<file path="src/rtl/pll_lock_monitor_pkg.sv">
package pll_lock_monitor_pkg;

    typedef enum logic [1:0] {
        ST_WAIT    = 2'd0,
        ST_LOCKED  = 2'd1,
        ST_CONFIRM = 2'd2
    } lock_state_t;

endpackage

</file>
<file path="src/rtl/plm_sync.sv">
module plm_sync #(
    parameter int STAGES = 2
) (
    input  logic clk_n_edge,
    input  logic rst_n,
    input  logic d_in,
    output logic q_out
);

    logic [STAGES-1:0] pipe_q;

    genvar g;
    generate
        for (g = 0; g < STAGES; g++) begin : g_stage
            if (g == 0) begin : g_first
                always_ff @(negedge clk_n_edge or negedge rst_n) begin
                    if (!rst_n) pipe_q[g] <= 1'b0;
                    else        pipe_q[g] <= d_in;
                end
            end else begin : g_rest
                always_ff @(negedge clk_n_edge or negedge rst_n) begin
                    if (!rst_n) pipe_q[g] <= 1'b0;
                    else        pipe_q[g] <= pipe_q[g-1];
                end
            end
        end
    endgenerate

    assign q_out = pipe_q[STAGES-1];

endmodule

</file>
<file path="src/rtl/plm_fsm.sv">
module plm_fsm
    import pll_lock_monitor_pkg::*;
#(
    parameter int ACQ_W  = 10,
    parameter int CONF_W = 7
) (
    input  logic clk,
    input  logic rst_n,
    input  logic samp,
    output logic lock_o,
    output logic drop_o
);

    localparam logic [ACQ_W-1:0]  RUN_MAX  = {ACQ_W{1'b1}};
    localparam logic [CONF_W-1:0] CONF_MAX = {CONF_W{1'b1}};

    lock_state_t       state_q, state_d;
    logic [ACQ_W-1:0]  run_q, run_d;
    logic [CONF_W-1:0] good_q, good_d;
    logic [CONF_W-1:0] bad_q, bad_d;

    // Next-state and counter logic
    always_comb begin
        state_d = state_q;
        run_d   = run_q;
        good_d  = good_q;
        bad_d   = bad_q;
        unique case (state_q)
            ST_WAIT: begin
                if (!samp) begin
                    run_d = '0;
                end else if (run_q == RUN_MAX) begin
                    state_d = ST_LOCKED;          // T_ACQUIRE
                    run_d   = '0;
                end else begin
                    run_d = run_q + 1'b1;
                end
            end
            ST_LOCKED: begin
                if (!samp) begin
                    state_d = ST_CONFIRM;         // T_SUSPECT
                    good_d  = '0;
                    bad_d   = '0;
                end
            end
            ST_CONFIRM: begin
                if (samp) begin
                    if (good_q == CONF_MAX) begin
                        state_d = ST_LOCKED;      // T_CANCEL
                        good_d  = '0;
                        bad_d   = '0;
                    end else begin
                        good_d = good_q + 1'b1;
                    end
                end else begin
                    good_d = '0;
                    if (bad_q == CONF_MAX) begin
                        state_d = ST_WAIT;        // T_DROP
                        bad_d   = '0;
                        run_d   = '0;
                    end else begin
                        bad_d = bad_q + 1'b1;
                    end
                end
            end
            default: begin
                state_d = ST_WAIT;
                run_d   = '0;
                good_d  = '0;
                bad_d   = '0;
            end
        endcase
    end

    // State register
    always_ff @(negedge clk or negedge rst_n) begin
        if (!rst_n) begin
            state_q <= ST_WAIT;
            run_q   <= '0;
            good_q  <= '0;
            bad_q   <= '0;
        end else begin
            state_q <= state_d;
            run_q   <= run_d;
            good_q  <= good_d;
            bad_q   <= bad_d;
        end
    end

    // Outputs
    always_comb begin
        lock_o = 1'b0;
        drop_o = 1'b0;
        unique case (state_q)
            ST_WAIT:    lock_o = 1'b0;
            ST_LOCKED:  lock_o = 1'b1;
            ST_CONFIRM: begin
                lock_o = 1'b1;
                drop_o = !samp && (bad_q == CONF_MAX);
            end
            default:    lock_o = 1'b0;
        endcase
    end

    a_r3_acquire_on_good: assert property (@(negedge clk) disable iff (!rst_n)
        $rose(lock_o) |-> $past(samp));

    a_r4_suspect_on_bad: assert property (@(negedge clk) disable iff (!rst_n)
        (state_q == ST_LOCKED && !samp) |=> (state_q == ST_CONFIRM && lock_o));

    a_r5_confirm_holds_lock: assert property (@(negedge clk) disable iff (!rst_n)
        (state_q == ST_CONFIRM && !drop_o) |=> lock_o);

    a_r6_fall_only_by_drop: assert property (@(negedge clk) disable iff (!rst_n)
        $fell(lock_o) |-> $past(drop_o));

    a_r7_good_never_drops: assert property (@(negedge clk) disable iff (!rst_n)
        samp |-> !drop_o);

endmodule

</file>
<file path="src/rtl/plm_event_ctr.sv">
module plm_event_ctr #(
    parameter int W = 16
) (
    input  logic         clk,
    input  logic         rst_n,
    input  logic         inc,
    output logic [W-1:0] count
);

    localparam logic [W-1:0] CNT_MAX = {W{1'b1}};
    localparam logic [W-1:0] CNT_ONE = W'(1);

    always_ff @(negedge clk or negedge rst_n) begin
        if (!rst_n)                     count <= '0;
        else if (inc && count != CNT_MAX) count <= count + CNT_ONE;
    end

    a_r6_step_on_drop: assert property (@(negedge clk) disable iff (!rst_n)
        (inc && count != CNT_MAX) |=> (count == $past(count) + CNT_ONE));

    a_r8_saturate: assert property (@(negedge clk) disable iff (!rst_n)
        (count == CNT_MAX) |=> (count == CNT_MAX));

    a_r8_only_on_drop: assert property (@(negedge clk) disable iff (!rst_n)
        !inc |=> $stable(count));

endmodule

</file>
<file path="src/rtl/pll_lock_monitor.sv">
module pll_lock_monitor #(
    parameter int ACQ_W       = 10,
    parameter int CONF_W      = 7,
    parameter int CNT_W       = 16,
    parameter int SYNC_STAGES = 2
) (
    input  logic             ref_clk,
    input  logic             rst_n,
    input  logic             dev_clk_in,
    output logic             lock_det,
    output logic [CNT_W-1:0] unlock_count
);

    logic samp_s;
    logic drop_w;

    plm_sync #(.STAGES(SYNC_STAGES)) u_sync (
        .clk_n_edge (ref_clk),
        .rst_n      (rst_n),
        .d_in       (dev_clk_in),
        .q_out      (samp_s)
    );

    plm_fsm #(.ACQ_W(ACQ_W), .CONF_W(CONF_W)) u_fsm (
        .clk    (ref_clk),
        .rst_n  (rst_n),
        .samp   (samp_s),
        .lock_o (lock_det),
        .drop_o (drop_w)
    );

    plm_event_ctr #(.W(CNT_W)) u_ctr (
        .clk   (ref_clk),
        .rst_n (rst_n),
        .inc   (drop_w),
        .count (unlock_count)
    );

    a_r1_reset_state: assert property (@(negedge ref_clk)
        !rst_n |=> (!lock_det && unlock_count == '0));

endmodule

</file>
<file path="config.mk">
export PLATFORM = sky130hd
export DESIGN_NAME = pll_lock_monitor
export DESIGN_NICKNAME = d
export VERILOG_FILES = /design/src/rtl/pll_lock_monitor_pkg.sv /design/src/rtl/plm_sync.sv /design/src/rtl/plm_fsm.sv /design/src/rtl/plm_event_ctr.sv /design/src/rtl/pll_lock_monitor.sv
export SDC_FILE = /design/constraint.sdc
export NUM_CORES = 1
export LEC_CHECK = 0
export ABC_AREA = 1
export BUFFER_PORTS_ARGS = -buffer_cell sky130_fd_sc_hd__buf_2
export CORE_MARGIN = 5
export CORE_UTILIZATION = 43
export CTS_CLUSTER_SIZE = 10
export DETAILED_ROUTE_END_ITERATION = 12
export SETUP_SLACK_MARGIN = 0.4
export SLEW_MARGIN = 20
export SYNTH_ARGS = -nofsm -noshare
export SYNTH_HDL_FRONTEND = slang
export SYNTH_SLANG_ARGS = --single-unit
</file>
<file path="constraint.sdc">
create_clock -name ref_clk -period 2.15 [get_ports ref_clk]
set_input_delay 0.215 -clock ref_clk [delete_from_list [all_inputs] [get_ports ref_clk]]
set_output_delay 0.215 -clock ref_clk [all_outputs]
set_load 0.01 [all_outputs]
</file>
==> impl_metrics.py, run 1 <==
metrics = {
    "worst_setup_path": {
        "cp-end-kind": "output pin",
        "critPathKind": "flop to output pin",
        "required_ns": 1.93,
        "crit_path_start_kind": "flop",
        "critical_path.max_fanout": 2,
        "critPathArrivalTime_ns": 2.21,
        "crit_start": "u_fsm.state_q[0]",
        "cpMaxStageDelayCell": "dfrtn_1",
        "reg2reg_from": "u_fsm.state_q[1]",
        "critPathMaxStageDelay_ns": 0.42,
        "crit_chain": "inv_2 > ha_4 > buf_6",
    },
    "logic_synthesis": {
        "synth_top_family_by_area": "simple AND/OR/NAND/NOR gates",
        "synth.area.mux_share_pct": 0,
        "synthDistinctLibCells": 29,
        "avgSynthCellArea_um2": 7.472,
        "synth-adder-area-share_pct": 3.784,
        "synth_fp_nets": 365,
        "synth-simple-area-share_pct": 36.47,
        "ys_seq_elements": 44,
        "synth_xor_xnor_area_share_pct": 3.926,
        "yosysWarnings": 0,
        "seq_area_frac_synth_pct": 41.63,
        "synth_compound_area_share_pct": 5.960,
        "synth_cells": 354,
        "synth_area_um2": 2645,
    },
    "clocking": {
        "holdBufCountCts": 0,
        "numCtsBuffers": 5,
        "tritoncts": "yes",
        "cts_root_buffer": "clkbuf_8",
        "cts_sinks": 44,
        "cts_buffer_depth": 2,
        "clk_pin_slew_ns": 0.06,
        "htreeDepth": 2,
        "insertion_delay_ns": 0.31,
    },
    "power": {
        "cellLeakagePower_nw": 1.740,
        "power_w": 0.001408,
        "power.density_nw_per_um2": 418.1,
        "vdd_drop_max_uv": 322.3,
    },
    "sta": {
        "fin_setup_tns_ns": -0.3707,
        "timing.slew.headroom_pct": 67.78,
        "setup_viol": 2,
        "worst_slew_pin_slew_ns": 0.4815,
        "fin_ws_ns": -0.2778,
        "rsz0062_at_grt": "true",
        "holdWs_ns": 0.3093,
        "hold_violations": 0,
        "skew_ns": 0.003155,
        "slew_viol_final": 0,
    },
    "global_route": {
        "grt-ovfl-total": 0,
        "grt_max_degree": 45,
        "grt_pass1_vias": 2107,
        "antenna_found_initial": 0,
        "grt_pass1_wl_mm": 9.418,
        "track_usage_pct": 15.39,
    },
    "run_status": {
        "status": "complete, but fails checks",
        "violations": "setup timing",
    },
    "placement": {
        "routabilityCongestion": 0.8048,
        "hpwl_mm": 3.813,
        "portBuffers": 19,
        "place_area_um2": 2908,
    },
    "finish": {
        "final_common_cell": "nand2_1",
        "antenna_cells": 0,
        "fillers": 571,
        "finalNetCount": 428,
        "design_area_um2": 3368,
        "final_layout_size_suffix_gt1_share_pct": 26.14,
        "area_growth_pct": 27.34,
        "final_cell_mix": "nand2_1 (112), dfrtn_1 (44), inv_1 (39)",
    },
    "min_path": {
        "hp-class": "flop to flop",
        "hp-start": "u_sync.pipe_q[0]",
    },
    "floorplan": {
        "ios": 20,
        "die_h_um": 88.43,
        "rows": 28,
        "fp.dieArea_um2": 7820,
        "die_width_um": 88.43,
        "coreArea_um2": 5956,
        "start_util_pct": 44.41,
    },
    "detailed_routing": {
        "drt_iter0_drc": 59,
        "met3_length_um": 214,
        "drt-total-wl_mm": 5.661,
        "vias": 2351,
        "wire_per_inst_um": 11.51,
        "routed_via_density": 4.778,
        "topRoutingLayerUsed": "met4",
        "first_pass_iters": 4,
        "met1_length_mm": 2.779,
        "met2_length_mm": 2.596,
        "drc": 0,
        "ant_nets": 0,
    },
    "flow_run": {
        "maxCapViolCount": 0,
    },
}
## timing repair
action | 4_1_cts | 5_1_grt
cloned | 1 | 1
pin swaps | 1 | 4
endpoints found under the setup margin | 19 | 52
gates resized for setup | 8 | 28
buffers inserted | 12 | 15
## Yosys cell counts (all sizes together)
master  number  area (µm²)
o21ai       24       131.4
nor3         1       5.000
o21bai       1       11.26
and2         1       6.260
a21oi        3       15.01
nand4       10       62.56
buf          3       33.78
inv         49       183.9
nor2        46       216.5
nand3       20       105.1
dfrtn       44        1101
nand3b       6       57.56
nand2      124       493.0
xor2         6       60.06
or2          2       12.51
ha           8       100.1
xnor2        5       43.79
nor4         1       6.260
## final timing paths
check | to | depth (start not counted) | slack [ns]
max reg2reg | u_ctr.count[2] | 11 | 0.34
min reg2reg | u_sync.q_out | 0 | 0.31
max | lock_det | 3 | -0.28
min in group asynchronous | u_fsm.run_q[2] | 2 | 0.84
min | u_sync.q_out | 0 | 0.31
max in group asynchronous | u_fsm.good_q[0] | 2 | 1.06
## kinds of logic (layout without fill, tap and decap cells)
| kind of cell | after synthesis | after routing |
|---|---|---|
| flops | 44 | 44 |
| fa+ha+maj | 8 | 8 |
| buf+inv | 52 | 114 |
| simple gates | 211 | 212 |
| xor+xnor | 11 | 11 |
| compound gates | 28 | 28 |
## critical path: cells and delay by family (launching register included)
kind / cells / cell delay, ns
adder cells (fa/ha/maj): 1 / 0.26
buffers and inverters: 2 / 0.15
flip-flops: 1 / 0.42
## area by class of cell
class / instances / area (µm²) / area share (%)
clock buffers: 6 / 72.57 / 2.155
clock inverters: 1 / 5.005 / 0.1486
inverters: 49 / 201.4 / 5.981
multi-input cells: 259 / 1416 / 42.05
flip-flops and latches: 44 / 1101 / 32.69
well taps: 75 / 93.84 / 2.786
repair buffers: 58 / 478.0 / 14.19
## power by group
part	switching, W	internal, W	total, W
registers	0.00000859	0.000838	0.000847
logic	0.0000317	0.0000157	0.0000473
clock network	0.000292	0.000222	0.000514
## state kept, by name, indices dropped and copies added, names as in the netlist
register / flops
u_fsm.run_q: 10
u_fsm.good_q: 7
u_sync.q_out: 1
u_sync.pipe_q: 1
u_ctr.count: 16
u_fsm.state_q: 2
u_fsm.bad_q: 7
## per-layer routing
| metal | GRT usage [%] | up-vias |
|---|---|---|
| met1 | 20.93 | 1079 |
| met5 | 0 | - |
| met3 | 4.842 | 6 |
| met2 | 23.79 | 32 |
| li1 | - | 1234 |
| met4 | 4.121 | 0 |
## through the flow
| step | utilization, % | instances | setup WS [ns] |
|---|---|---|---|
| final | 56.55 | 492 | -0.2778 |
| after global routing | 56.55 | 492 | -0.3336 |
| after CTS | 52.56 | 476 | -0.2908 |
| after detailed placement | 48.82 | 456 | 0.02525 |
| after global placement | 48.82 | 456 | 0.04577 |
| after floorplan | - | 354 | 0.09361 |
No activity file was read; power rests on OpenSTA's default activity.
==> run 2, diff against run 1 <==
--- a/config.mk
+++ b/config.mk
@@ -11,8 +11,8 @@
 export CORE_UTILIZATION = 43
 export CTS_CLUSTER_SIZE = 10
 export DETAILED_ROUTE_END_ITERATION = 12
+export GPL_TIMING_DRIVEN = 0
 export SETUP_SLACK_MARGIN = 0.4
-export SLEW_MARGIN = 20
 export SYNTH_ARGS = -nofsm -noshare
 export SYNTH_HDL_FRONTEND = slang
 export SYNTH_SLANG_ARGS = --single-unit
==> run 2 against run 1 <==
Net effect: the flow still finishes with violations (setup timing); routed wire length fell by 1.8%; clock power increased by 6.0%; non-clock buffer count decreased by 9; die area is the same; design area is 4.9% lower; critical path type unchanged.
==> impl_metrics.py, run 2 (same netlist as run 1, synthesis figures left out) <==
metrics = {
    "finish": {
        "final_cell_mix": "nand2_1 (114), dfrtn_1 (44), inv_1 (39)",
        "final_common_cell": "nand2_1",
        "reg_top3": "u_ctr.count x16, u_fsm.run_q x10",
        "antenna_cells": 0,
        "final-instance-count-excl-fill": 483,
        "largest_register_ffs": 16,
        "largest-register": "u_ctr.count",
        "seq_area_um2": 1101,
        "area_growth_pct": 21.10,
        "postLayoutCoreUtil_pct": 53.78,
        "finalNetCount": 418,
        "multi_input_area_um2": 1383,
        "fillers": 578,
        "final_layout_size_suffix_gt1_share_pct": 24.26,
    },
    "sta": {
        "setup_viol": 6,
        "hold_violations": 0,
        "holdWs_ns": 0.3367,
        "fin_setup_tns_ns": -0.3558,
        "timing.slew.headroom_pct": 61.32,
        "rsz0062_at_grt": "true",
        "fin_ws_ns": -0.2741,
        "skew_ns": 0.004515,
        "worst_slew_pin_slew_ns": 0.5802,
        "slew_viol_final": 0,
    },
    "worst_setup_path": {
        "reg2reg_depth": 9,
        "crit_chain": "inv_2 > ha_4 > buf_6",
        "critPathMaxStageDelay_ns": 0.43,
        "path_delay_family": "flip-flops",
        "reg2reg_from": "u_fsm.state_q[1]",
        "cp-end-kind": "output pin",
        "r2r_slack_ns": 0.43,
        "critPathArrivalTime_ns": 2.21,
        "required_ns": 1.93,
        "critPathKind": "flop to output pin",
        "cp_num_buf_inv": 2,
        "r2r-end": "u_ctr.count[2]",
        "critical_path.max_fanout": 2,
        "cpMaxStageDelayCell": "dfrtn_1",
        "crit_path_start_kind": "flop",
    },
    "detailed_routing": {
        "drc": 0,
        "wire_per_inst_um": 11.51,
        "ant_nets": 0,
        "drt-total-wl_mm": 5.560,
        "drt_iter0_drc": 82,
        "routed_via_density": 4.729,
        "first_pass_iters": 4,
        "vias": 2284,
    },
    "global_route": {
        "antenna_found_initial": 0,
        "track_usage_pct": 15.16,
        "use_met2_pct": 25.70,
        "grt_pass1_wl_mm": 9.418,
        "gr-max-usage-layer": "met2",
        "grt_max_degree": 45,
        "grt-ovfl-total": 0,
        "met1_usage_pct": 19.54,
        "use_met3_pct": 3.073,
        "grt_pass1_vias": 2144,
    },
    "floorplan": {
        "fp.dieArea_um2": 7820,
        "ios": 20,
        "die_h_um": 88.43,
        "rows": 28,
        "start_util_pct": 44.41,
        "die_width_um": 88.43,
        "coreArea_um2": 5956,
    },
    "clocking": {
        "cts_buffer_depth": 2,
        "cts_root_buffer": "clkbuf_8",
        "cts_sinks": 44,
        "holdBufCountCts": 0,
        "clk_pin_slew_ns": 0.06,
        "htreeDepth": 2,
        "insertion_delay_ns": 0.30,
        "numCtsBuffers": 5,
        "tritoncts": "yes",
    },
    "power": {
        "cellLeakagePower_nw": 1.675,
        "power_w": 0.001433,
        "vdd_drop_max_uv": 379.8,
        "power.density_nw_per_um2": 447.4,
    },
    "placement": {
        "dp_cells": 448,
        "routabilityCongestion": 0.8302,
        "hpwl_mm": 3.834,
        "portBuffers": 19,
    },
    "run_status": {
        "violations": "setup timing",
        "status": "complete, but fails checks",
    },
    "min_path": {
        "whs_endpoint": "u_sync.q_out",
        "hp-class": "flop to flop",
        "hp-start": "u_sync.pipe_q[0]",
        "min_path_cells": 0,
    },
    "flow_run": {
        "maxCapViolCount": 0,
    },
}
## run 2: changes by cell type in the layout (fill, tap and decap cells not counted), moves of 2 or more
cell     previous run  this run
inv_2               5         8
ha_2                1         3
nand2_1           112       114
buf_12              2         0
buf_4              30        28
ha_4                3         1
nand2_2            10         8
inv_6               2         0
nor2_2              2         4
buf_6               8         5
## run 2: cell type report
cell class	count	share of cell area, %
well taps	75	2.930
repair buffers	46	9.766
multi-input cells	258	43.16
plain buffers	3	1.055
clock buffers	8	2.813
inverters	49	5.898
flip-flops and latches	44	34.38
## run 2: how the worst max path moves through the flow
stage	from	endpoint	slack (ns)	depth (start not counted)
CTS	u_fsm.state_q[1]	lock_det	-0.29	3
global placement	u_fsm.state_q[0]	lock_det	-0.03	3
floorplan	u_fsm.state_q[0]	lock_det	0.09	2
finish	u_fsm.state_q[1]	lock_det	-0.27	3
global route	u_fsm.state_q[1]	lock_det	-0.32	3
detailed placement	u_fsm.state_q[1]	lock_det	-0.03	3
## run 2: per-stage QoR
stage                     setup slack (ns)  cell area [µm²]
after floorplan                    0.09361             2658
after global placement            -0.02658             2846
after detailed placement          -0.03173             2846
after CTS                          -0.2860             3092
after global routing               -0.3219             3203
final                              -0.2741             3203
## run 2: routing by layer
| metal | vias up | part of all wire (%) | wire length, µm |
|---|---|---|---|
| met4 | 0 | 1.0 | 58 |
| met5 | - | 0 | 0 |
| met1 | 1052 | 49 | 2721 |
| met3 | 5 | 2.5 | 140 |
| met2 | 15 | 47 | 2639 |
| li1 | 1212 | - | - |
## run 2: repair_timing
| item | 4_1_cts | 5_1_grt |
|---|---|---|
| pin swaps | 2 | 1 |
| buffers inserted | 18 | 9 |
| resized for setup | 6 | 13 |
| cloned | 0 | 0 |
| setup endpoints to repair | 74 | 48 |
## run 2: power breakdown
part | total, W | internal (W) | switching, W | leakage [nW]
Clock | 0.000545 | 0.000263 | 0.000282 | 0.0455
Sequential | 0.000847 | 0.000838 | 0.00000821 | 0.608
Combinational | 0.0000417 | 0.0000119 | 0.0000298 | 1.02
